--- config.mk ---
export PLATFORM = sky130hd
export DESIGN_NAME = meta_bias_loop
export DESIGN_NICKNAME = d
export VERILOG_FILES = /design/src/rtl/meta_bias_loop.sv
export SDC_FILE = /design/constraint.sdc
export NUM_CORES = 1
export LEC_CHECK = 0
export ABC_AREA = 1
export BUFFER_PORTS_ARGS = -buffer_cell sky130_fd_sc_hd__buf_4
export CORE_MARGIN = 4
export CORE_UTILIZATION = 53
export DETAILED_ROUTE_END_ITERATION = 12
export PLACE_DENSITY = 0.89
export SYNTH_ARGS = -nofsm -noshare
export SYNTH_HDL_FRONTEND = slang
export SYNTH_SLANG_ARGS = --single-unit
--- constraint.sdc ---
create_clock -name clk -period 3.1 [get_ports clk]
set_clock_uncertainty 0.15 [all_clocks]
set_input_delay 0.155 -clock clk [delete_from_list [all_inputs] [get_ports clk]]
set_output_delay 0.155 -clock clk [all_outputs]
set_load 0.01 [all_outputs]
--- src/rtl/meta_bias_loop.sv ---
module meta_bias_loop #(
  parameter int CNT_W  = 12,
  parameter int FINE_W = 6,
  localparam int COARSE_W = CNT_W - FINE_W,
  localparam int FINE_N   = 2 ** (FINE_W - 1),
  localparam int COARSE_N = 2 ** (COARSE_W - 1)
) (
  input  logic                clk,
  input  logic                rst_n,
  input  logic                en,
  input  logic                bit_in,
  output logic [FINE_N-1:0]   fine_top,
  output logic [FINE_N-1:0]   fine_bot,
  output logic [COARSE_N-1:0] coarse_top,
  output logic [COARSE_N-1:0] coarse_bot,
  output logic                bit_out,
  output logic [CNT_W-1:0]    bit_tag
);
  localparam int FM = FINE_W - 1;
  localparam int CM = COARSE_W - 1;
  localparam logic [CNT_W-1:0] CMAX = {CNT_W{1'b1}};

  logic [CNT_W-1:0] cnt, cnt_nx;
  logic [FINE_N-1:0] ft_d, fb_d;
  logic [COARSE_N-1:0] ct_d, cb_d;

  wire at_top = (cnt == CMAX);
  wire at_bot = (cnt == '0);

  always_comb begin
    cnt_nx = cnt;
    if (en) begin
      if (bit_in && !at_top)      cnt_nx = cnt + 1'b1;
      else if (!bit_in && !at_bot) cnt_nx = cnt - 1'b1;
    end
  end

  wire [FINE_W-1:0]   f_nx = cnt_nx[FINE_W-1:0];
  wire [COARSE_W-1:0] c_nx = cnt_nx[CNT_W-1:FINE_W];

  for (genvar k = 0; k < FINE_N; k++) begin : g_fine
    assign ft_d[k] =  f_nx[FM] & (f_nx[FM-1:0]  >= FM'(k));
    assign fb_d[k] = ~f_nx[FM] & (~f_nx[FM-1:0] >= FM'(k));
  end

  for (genvar k = 0; k < COARSE_N; k++) begin : g_coarse
    assign ct_d[k] =  c_nx[CM] & (c_nx[CM-1:0]  >= CM'(k));
    assign cb_d[k] = ~c_nx[CM] & (~c_nx[CM-1:0] >= CM'(k));
  end

  always_ff @(posedge clk or negedge rst_n) begin
    if (!rst_n) begin
      cnt        <= CMAX;
      fine_top   <= '1;
      fine_bot   <= '0;
      coarse_top <= '1;
      coarse_bot <= '0;
      bit_out    <= 1'b0;
      bit_tag    <= CMAX;
    end else begin
      cnt        <= cnt_nx;
      fine_top   <= ft_d;
      fine_bot   <= fb_d;
      coarse_top <= ct_d;
      coarse_bot <= cb_d;
      bit_out    <= bit_in;
      bit_tag    <= cnt;
    end
  end
endmodule

==> impl_metrics.csv, run 1 <==
group,metric,value,unit
placed_design,place.gp.congestion,0.9160,
worst_setup_path,path_common_cell,"nand2_2",
timing,min_period,2.889,ns
cells_and_area,syn2layout_area_growth,30.98,%
global_route,met3_usage,5.989,%
cts,cts_root_buf,"clkbuf_8",
logic_synthesis,synth_nets,574,
die,start_util,54.10,%
power,leakagePower,3.751,nW
global_route,grt_use_met2,41.27,%
run,max-cap-violations,0,
global_route,grt_busiest_layer,"met2",
cts,tritoncts,"yes",
die,die_w,113.0,um
worst_setup_path,reg2reg_slack,0.21,ns
drt,wl_per_cell,17.43,um
placed_design,post-place-cells,838,
global_route,grt_start_max_net_pins,36,
timing,min_period_over_period,93.21,%
logic_synthesis,synth_seq_cells,151,
worst_setup_path,crit_fanout,22,
timing,slew_headroom,28.56,%
drt,viasPerCell,5.368,
global_route,met1_usage,31.25,%
worst_setup_path,critical_path_class,"reg -> reg",
cts,cts.clk_slew.worst_paths,0.06,ns
cts,clock_sinks,151,
cts,cts_buffer_depth,2,
drt,drcViolationCount,0,
global_route,grt_pass1_vias,4672,
cells_and_area,final_util,70.87,%
timing,finalSetupTns,0,ns
run_status,outcome,"finished, final reports clean",
worst_setup_path,arrival,3.19,ns
worst_setup_path,cp_cell_sequence,"inv_1, ha_1, nand2_1, nor2_2, nand2_2, nand2_2, nand2_2, nand2_4, nor2_4, xor2_4, inv_2, nand2_2, o21ai_1",
cells_and_area,stdcell_count,874,
cts,cts_buffers,17,
worst_hold_path,hold_class,"in -> reg",
timing,finalHoldViolCount,0,
logic_synthesis,synth_cell_type_count,29,
drt,vias,4692,
logic_synthesis,synth-seq-area-share,66.55,%
logic_synthesis,yosys_warnings,0,
timing,max_freq,346.1,MHz
worst_setup_path,path_delay_family,"simple AND/OR/NAND/NOR gates",
worst_setup_path,cp-start-kind,"flop",
placed_design,place_area,7023,um2
worst_setup_path,cp.buffers_inverters,2,
cells_and_area,final_nets,727,
die,coreArea,10790,um2
worst_setup_path,required,3.40,ns
worst_setup_path,worstSetupEndpointType,"flop",
cts,clk_latency,0.53,ns
placed_design,place_ws,0.1917,ns
timing,fin_hold_ws,0.1670,ns
timing,setup_viol,0,
cells_and_area,diodes,0,
placed_design,numPortBuffers,144,
cells_and_area,final_common_cell,"buf_4",
cells_and_area,drive_gt1_share,42.37,%
power,p_per_area,1093,nW/um2
die,die_height,113.0,um
logic_synthesis,postSynthAreaPerCell,10.28,um2
logic_synthesis,netlist_area,5839,um2
timing,rsz0062_at_grt,"false",
die,row_count,38,
die,boundaryPins,145,
drt,drt_iter0_markers,408,
drt,postRouteAntennaNets,0,
global_route,grt_use_total,24.73,%
timing,worst_slack,0.2105,ns
global_route,grt_pass1_wl,24.48,mm
cts,cts_setup_buffers,0,
cells_and_area,final_cell_mix,"148 x buf_4, 114 x nand2_1, 86 x dfstp_2",
global_route,antenna_found_initial,0,
worst_setup_path,crit_slowest_cell,"dfstp_2",
power,total_power,8.361,mW
drt,wl,15.23,mm
worst_setup_path,slowest_delay,0.56,ns
timing,worst_pin_slew,1.068,ns
global_route,overflow,0,
die,dieArea,12760,um2
timing,report.final.slew_viol_count,0,
power,irDropWorstVdd,0.4781,mV
cts,cts_max_level,4,
placed_design,dpl.hpwl,10.30,mm
cells_and_area,design_area,7649,um2
drt,drt-pass1-iter-count,5,
logic_synthesis,syn_inst,568,
[synthesized netlist by cell type]
library cell    n  area share (%)
and2_1          2            0.21
nor3_2          1            0.17
nand2_4         1            0.19
dfrtp_1        65              28
inv_2          10            0.64
o21ai_1        12             1.0
nand3b_1        1            0.13
buf_6           1            0.19
ha_1            2            0.43
nor2_4          4            0.77
nor2_1         82             5.3
o21a_1          1            0.13
buf_2          10            0.86
o21ai_0         4            0.34
clkinv_1        1           0.064
nand2_2        14             1.5
xor2_4          3             1.4
nand4_1         5            0.54
nand3_1        29             2.5
dfstp_2        86              39
nor2_2          8            0.86
buf_4           6            0.77
inv_1          46             3.0
clkbuf_1        2            0.13
nand2_1       116             7.5
a21oi_1        42             3.6
inv_4           1            0.11
nor3_1          9            0.77
a31oi_1         4            0.43
[flip-flops by register name, indices dropped and copies added, names as in the netlist]
| signal | cells |
|---|---|
| coarse_bot | 32 |
| coarse_top | 32 |
| fine_bot | 32 |
| fine_top | 31 |
| bit_tag | 12 |
| cnt | 11 |
| bit_out | 1 |
[worst register-to-register path: stages (launching register included)]
cell and delay (ns):
dfstp_2 0.56, inv_1 0.15, ha_1 0.26, nand2_1 0.12
nor2_2 0.06, nand2_2 0.12, nand2_2 0.09, nand2_2 0.11
nand2_4 0.09, nor2_4 0.16, xor2_4 0.33, inv_2 0.26
nand2_2 0.25, o21ai_1 0.10
[path summary, 6_finish.rpt]
check                              from            end  depth (start not counted)
worst max-delay path             cnt[0]   fine_top[13]                         13
worst min-delay path             bit_in        bit_out                          2
worst max register to register   cnt[0]   fine_top[13]                         13
worst min register to register  cnt[10]    bit_tag[10]                          0
max in group asynchronous         rst_n   fine_bot[28]                          3
min in group asynchronous         rst_n  coarse_top[9]                          2
[power by group]
group,switching [mW],internal [mW],leakage (nW)
Clock,0.804,1.14,0.271
Combinational,2.06,1.17,1.80
Sequential,0.332,2.85,1.68
[layout make-up]
type	instances	area, um2
Clock buffer	20	455.4
Timing Repair Buffer	153	1162
Clock inverter	12	117.6
Multi-Input combinational cell	340	1629
Inverter	58	222.7
Sequential cell	151	3886
Fill cell	720	3144
Tap cell	140	175.2
[layer usage]
| layer | part of all wire [%] | wire (um) |
|---|---|---|
| met5 | 0 | 0 |
| met4 | 3.3 | 508 |
| met3 | 7.3 | 1119 |
| met2 | 52 | 7848 |
| met1 | 38 | 5752 |
[kinds of logic after synthesis]
group           Yosys count  synth area share [%]
simple gates            272                 20.36
flops                   151                 66.55
compound gates           63                 5.528
fa+ha+maj                 2                0.4285
xor+xnor                  3                 1.414
buf+inv                  77                 5.721
[timing repair]
action,4_1_cts,5_1_grt
resized for setup,0,5
hold buffers,4,0
hold endpoints to repair,101,0
setup endpoints to repair,0,24
Note: power is estimated with default switching activity, not from simulation.
==> run 2: changes to the inputs <==
ABC_AREA = default   (was 1)
CELL_PAD_IN_SITES_DETAIL_PLACEMENT = 1   (was default)
CELL_PAD_IN_SITES_GLOBAL_PLACEMENT = 1   (was default)
CORE_UTILIZATION = 25   (was 53)
PLACE_DENSITY = 0.62   (was 0.89)
==> impl_metrics.csv, run 2 <==
group,metric,value,unit
timing,slew_headroom,56.57,%
global_route,grt_use_met2,22.09,%
logic_synthesis,synth_seq_cells,151,
global_route,grt_use_total,13.79,%
timing,finalSetupTns,0,ns
die,row_count,56,
cts,clock_sinks,151,
die,coreArea,23540,um2
logic_synthesis,netlist_area,6001,um2
logic_synthesis,yosys_warnings,0,
drt,wl,18.14,mm
timing,report.final.slew_viol_count,0,
global_route,grt_pass1_wl,28.84,mm
die,dieArea,26550,um2
worst_setup_path,r2r_start,"cnt[1]",
drt,drcViolationCount,0,
logic_synthesis,synth-seq-area-share,64.76,%
global_route,met1_usage,18.09,%
cells_and_area,num-fill-cells,2626,
power,irDropWorstVdd,0.4527,mV
timing,min_period_over_period,93.91,%
cts,cts_root_buf,"clkbuf_16",
die,die_w,162.9,um
logic_synthesis,synth_largest_area_cell,"dfstp_2",
power,total_power,9.087,mW
power,leakagePower,3.494,nW
worst_setup_path,rr_endpoint,"fine_top[22]",
timing,fin_hold_ws,0.1555,ns
worst_setup_path,path_delay_family,"compound AO/OA/AOI/OAI gates",
timing,setup_viol,0,
placed_design,dpl.hpwl,12.55,mm
run_status,outcome,"finished, final reports clean",
cts,cts_buffers,17,
cells_and_area,syn2layout_area_growth,35.99,%
timing,worst_pin_slew,0.6514,ns
worst_setup_path,worstSetupEndpointType,"flop",
worst_setup_path,cp-start-kind,"flop",
die,die_height,162.9,um
global_route,grt_start_max_net_pins,81,
worst_setup_path,cp_cell_sequence,"inv_1, ha_1, or3b_4, o31a_1, a32oi_2, o21ai_4, buf_12, buf_4, or2_2, a21oi_1",
logic_synthesis,synth_edf_count,0,
worst_setup_path,critical_path_class,"reg -> reg",
worst_setup_path,crit_fanout,10,
worst_setup_path,endpoint,"fine_top[22]",
worst_setup_path,rr_worst_depth,10,
drt,drt_iter0_markers,145,
cells_and_area,final_cell_mix,"171 x buf_4, 86 x dfstp_2, 65 x dfrtp_1",
cts,clk_latency,0.42,ns
timing,min_period,2.911,ns
placed_design,place_area,7478,um2
worst_setup_path,arrival,3.09,ns
drt,wl_per_cell,18.66,um
logic_synthesis,synth_top_area_share,37.66,%
worst_setup_path,slowest_delay,0.47,ns
die,boundaryPins,145,
global_route,grt_busiest_layer,"met2",
cells_and_area,stdcell_count,972,
cells_and_area,final_common_cell,"buf_4",
cells_and_area,drive_gt1_share,52.07,%
cts,cts_max_level,4,
logic_synthesis,synth_cell_type_count,67,
global_route,met3_usage,4.784,%
worst_setup_path,crit_start,"cnt[1]",
worst_setup_path,path_depth,10,
logic_synthesis,synth_most_common_cell,"dfstp_2",
worst_setup_path,reg2reg_slack,0.19,ns
logic_synthesis,syn_inst,484,
global_route,antenna_found_initial,0,
worst_setup_path,crit_slowest_cell,"or3b_4",
drt,vias,4431,
logic_synthesis,postSynthAreaPerCell,12.40,um2
logic_synthesis,async_flop_share,100.0,%
cts,tritoncts,"yes",
timing,finalHoldViolCount,0,
cells_and_area,reg_top3,"coarse_bot x32, coarse_top x32, fine_bot x32",
global_route,grt_pass1_vias,4931,
logic_synthesis,ys_top_cells_by_area,"dfstp_2 38%, dfrtp_1 27%, a21oi_1 4.8%",
timing,max_freq,343.5,MHz
run,max-cap-violations,0,
timing,rsz0062_at_grt,"false",
cells_and_area,final_nets,646,
placed_design,post-place-cells,932,
power,p_per_area,1114,nW/um2
cts,cts.clk_slew.worst_paths,0.06,ns
placed_design,place_ws,-0.09333,ns
logic_synthesis,synth_ff_type,"dfstp_2",
placed_design,numPortBuffers,144,
global_route,overflow,0,
worst_setup_path,required,3.28,ns
cells_and_area,design_area,8160,um2
drt,drt-pass1-iter-count,4,
logic_synthesis,synth_nets,490,
worst_setup_path,cp.buffers_inverters,3,
cells_and_area,diodes,0,
worst_hold_path,hold_class,"in -> async",
timing,worst_slack,0.1886,ns
cts,cts_buffer_depth,2,
die,start_util,25.49,%
drt,postRouteAntennaNets,0,
logic_synthesis,yosys-top-cells-count,"86 x dfstp_2, 65 x dfrtp_1, 58 x a21oi_1",
cells_and_area,final_util,34.66,%
placed_design,place.gp.congestion,0.8203,
drt,viasPerCell,4.559,
[run 2: kinds of logic (layout without fill, tap and decap cells)]
kind of cell / Yosys count / count (layout) / synth area share, %
DFF: 151 / 151 / 64.76
and+or+nand+nor: 125 / 125 / 12.43
AOI/OAI and AO/OA: 138 / 138 / 15.60
adders and majority gates: 2 / 2 / 0.4169
xor gates and xnor gates: 6 / 6 / 1.251
muxes: 2 / 2 / 0.3336
buffers and inverters: 60 / 229 / 5.213
[run 2: area by class of cell]
cell class / count / area (um2) / share of cell area [%]
clock buffer: 21 / 470.5 / 5.765
sequential: 151 / 3886 / 47.62
clock inverter: 11 / 97.59 / 1.196
tap: 319 / 399.1 / 4.891
timing repair buffer: 177 / 1375 / 16.85
inverter: 20 / 75.07 / 0.9200
multi-input combinational: 273 / 1857 / 22.75
[run 2: repair_timing]
action,CTS,global route
gates cloned,0,0
gates resized for setup,1,7
hold buffers,2,0
pin swaps,0,3
endpoints found under the hold margin,72,0
setup endpoints to repair,2,73
buffers inserted,0,6
[run 2: where the power goes]
| group | total (mW) | switching, mW | internal [mW] |
|---|---|---|---|
| Combinational | 3.78 | 2.24 | 1.54 |
| Sequential | 3.32 | 0.446 | 2.88 |
| Clock | 1.99 | 0.819 | 1.17 |
[run 2: worst min path at each step]
stage	start	endpoint	slack, ns	cells past startpoint
4_1_cts	rst_n	coarse_bot[31]	0.18	2
6_report	rst_n	coarse_bot[23]	0.16	2
3_5_place_dp	rst_n	coarse_bot[31]	0.05	1
5_1_grt	rst_n	coarse_bot[23]	0.21	2
2_1_floorplan	rst_n	bit_out	-0.29	0
3_3_place_gp	rst_n	coarse_bot[23]	0.04	1
[run 2: worst register-to-register path, delay by kind of cell (launching register included)]
kind,cells,cell delay [ns]
AO/OA/AOI/OAI,4,0.91
AND/OR/NAND/NOR,2,0.77
flip-flops,1,0.42
adder cells (fa/ha/maj),1,0.22
buffers and inverters,3,0.36
[run 2: layer usage]
metal	wire length, um	part of all wire [%]	vias to the layer above
met5	0	0	-
met4	173	0.95	0
met3	1270	7.0	16
met2	8605	47	132
met1	8089	45	2236
li1	-	-	2047
==> run 3: changes to the inputs <==
--- a/config.mk
+++ b/config.mk
@@ -9,7 +9,8 @@
 export CELL_PAD_IN_SITES_DETAIL_PLACEMENT = 1
 export CELL_PAD_IN_SITES_GLOBAL_PLACEMENT = 1
-export CORE_MARGIN = 4
+export CORE_MARGIN = 2
 export CORE_UTILIZATION = 25
 export DETAILED_ROUTE_END_ITERATION = 12
+export MAX_ROUTING_LAYER = met4
 export PLACE_DENSITY = 0.62
 export SYNTH_ARGS = -nofsm -noshare
--- a/constraint.sdc
+++ b/constraint.sdc
@@ -3,3 +3,3 @@
 set_input_delay 0.155 -clock clk [delete_from_list [all_inputs] [get_ports clk]]
 set_output_delay 0.155 -clock clk [all_outputs]
-set_load 0.01 [all_outputs]
+set_load 0.05 [all_outputs]
==> impl_metrics.csv, run 3 (same netlist as run 2, synthesis figures left out) <==
group,metric,value,unit
cells_and_area,drive_gt1_share,52.23,%
cts,clk_latency,0.42,ns
cts,cts.clk_slew.worst_paths,0.07,ns
timing,min_period_over_period,95.81,%
placed_design,numPortBuffers,144,
timing,finalHoldViolCount,0,
timing,worst_pin_slew,0.6760,ns
die,die_height,158.9,um
placed_design,dpl.hpwl,12.18,mm
worst_setup_path,path_depth,9,
worst_setup_path,r2r_start,"cnt[0]",
global_route,overflow,0,
timing,rsz0062_at_grt,"true",
timing,min_period,2.970,ns
die,row_count,56,
die,die_w,158.9,um
die,coreArea,23540,um2
worst_setup_path,required,3.27,ns
drt,drcViolationCount,0,
cts,clock_sinks,151,
worst_setup_path,path_delay_family,"simple AND/OR/NAND/NOR gates",
worst_setup_path,crit_fanout,12,
worst_setup_path,rr_endpoint,"coarse_top[15]",
drt,vias,4532,
global_route,grt_pass1_vias,4973,
timing,max_freq,336.7,MHz
timing,slew_headroom,54.52,%
worst_setup_path,crit_start,"cnt[0]",
drt,wl_per_cell,18.50,um
worst_setup_path,critical_path_class,"reg -> reg",
worst_setup_path,endpoint,"coarse_top[15]",
drt,wl_met2,8.491,mm
timing,setup_viol,0,
worst_hold_path,hold_class,"in -> async",
drt,drt_iter0_markers,197,
drt,wl,17.91,mm
worst_setup_path,slowest_delay,0.60,ns
worst_setup_path,crit_slowest_cell,"dfstp_2",
drt,route.met3.wl,1.216,mm
global_route,grt_use_total,14.78,%
run_status,outcome,"finished, final reports clean",
worst_setup_path,cp-start-kind,"flop",
worst_setup_path,reg2reg_slack,0.13,ns
drt,postRouteAntennaNets,0,
cts,cts_buffer_depth,2,
placed_design,post-place-cells,929,
cells_and_area,reg_top3,"coarse_bot x32, coarse_top x32, fine_bot x32",
placed_design,place.gp.congestion,0.8745,
drt,viasPerCell,4.682,
drt,drt-met1-wl,8.019,mm
drt,highest_layer,"met4",
timing,report.final.slew_viol_count,0,
cells_and_area,stdcell_count,968,
run,max-cap-violations,0,
cts,cts_buffers,17,
cts,cts_root_buf,"clkbuf_16",
worst_setup_path,arrival,3.14,ns
cells_and_area,final_cell_mix,"167 x buf_4, 86 x dfstp_2, 65 x dfrtp_1",
die,start_util,25.49,%
worst_setup_path,cp_cell_sequence,"ha_1, and3_1, a31oi_1, nor4_1, xnor2_1, buf_4, inv_2, nand3_1, o31ai_1",
global_route,antenna_found_initial,0,
cts,cts_max_level,4,
global_route,grt_pass1_wl,29.02,mm
worst_setup_path,rr_worst_depth,9,
die,boundaryPins,145,
cells_and_area,final_nets,642,
die,dieArea,25260,um2
worst_setup_path,cp.buffers_inverters,2,
cts,tritoncts,"yes",
cells_and_area,diodes,0,
drt,drt-pass1-iter-count,4,
worst_setup_path,worstSetupEndpointType,"flop",
cells_and_area,syn2layout_area_growth,37.61,%
cells_and_area,final_common_cell,"buf_4",
global_route,grt_start_max_net_pins,87,
run 3: cell count changes in the layout (fill, tap and decap cells not counted), sizes merged:
cell	change
buf	-4
bufinv	+3
clkinv	-3
clkbuf	-1
inv	+1
run 3: repair_timing:
item / in CTS / in global routing
setup buffers: 0 / 5
setup endpoints to repair: 0 / 74
gates resized for setup: 0 / 15
hold endpoints to repair: 64 / 0
hold buffers: 2 / 0
run 3: worst min-delay path by stage:
stage                     cells after the start  slack, ns  start        endpoint
final                                         2       0.14  rst_n  coarse_bot[13]
after global placement                        1       0.03  rst_n  coarse_bot[11]
after CTS                                     2       0.17  rst_n  coarse_bot[13]
after floorplan                               0      -0.29  rst_n         bit_out
after detailed placement                      1       0.04  rst_n  coarse_bot[13]
after global routing                          2       0.20  rst_n  coarse_bot[13]
run 3: layout make-up:
cell class | count | area (um2)
fillers | 2584 | 15280
flip-flops and latches | 151 | 3886
multi-input cells | 273 | 1893
repair buffers | 173 | 1345
clock buffers | 20 | 466.7
well taps | 319 | 399.1
clock inverters | 12 | 187.7
inverters | 20 | 80.08
run 3: per-stage QoR:
step | setup WS, ns | hold WS, ns | TNS, ns | utilization, % | cell area, um2
after CTS | 0.001373 | 0.1676 | 0 | 34.59 | 8143
final | 0.1298 | 0.1425 | 0 | 35.08 | 8258
after floorplan | 0.003277 | -0.2906 | 0 | - | 6007
after global routing | -0.02736 | 0.2003 | -0.04973 | 35.08 | 8258
after detailed placement | 0.02945 | 0.04211 | 0 | 31.72 | 7468
after global placement | 0.1291 | 0.03056 | 0 | 31.72 | 7468
run 3: layer usage:
layer | vias up | GRT usage, %
met5 | - | -
met4 | 0 | 3.926
met3 | 20 | 4.715
met2 | 147 | 23.10
met1 | 2320 | 18.60
li1 | 2045 | -
Power of run 3 is left out: the tool's default activity adds up to more than one toggle a clock period on the data nets, which glitch-free logic cannot reach.
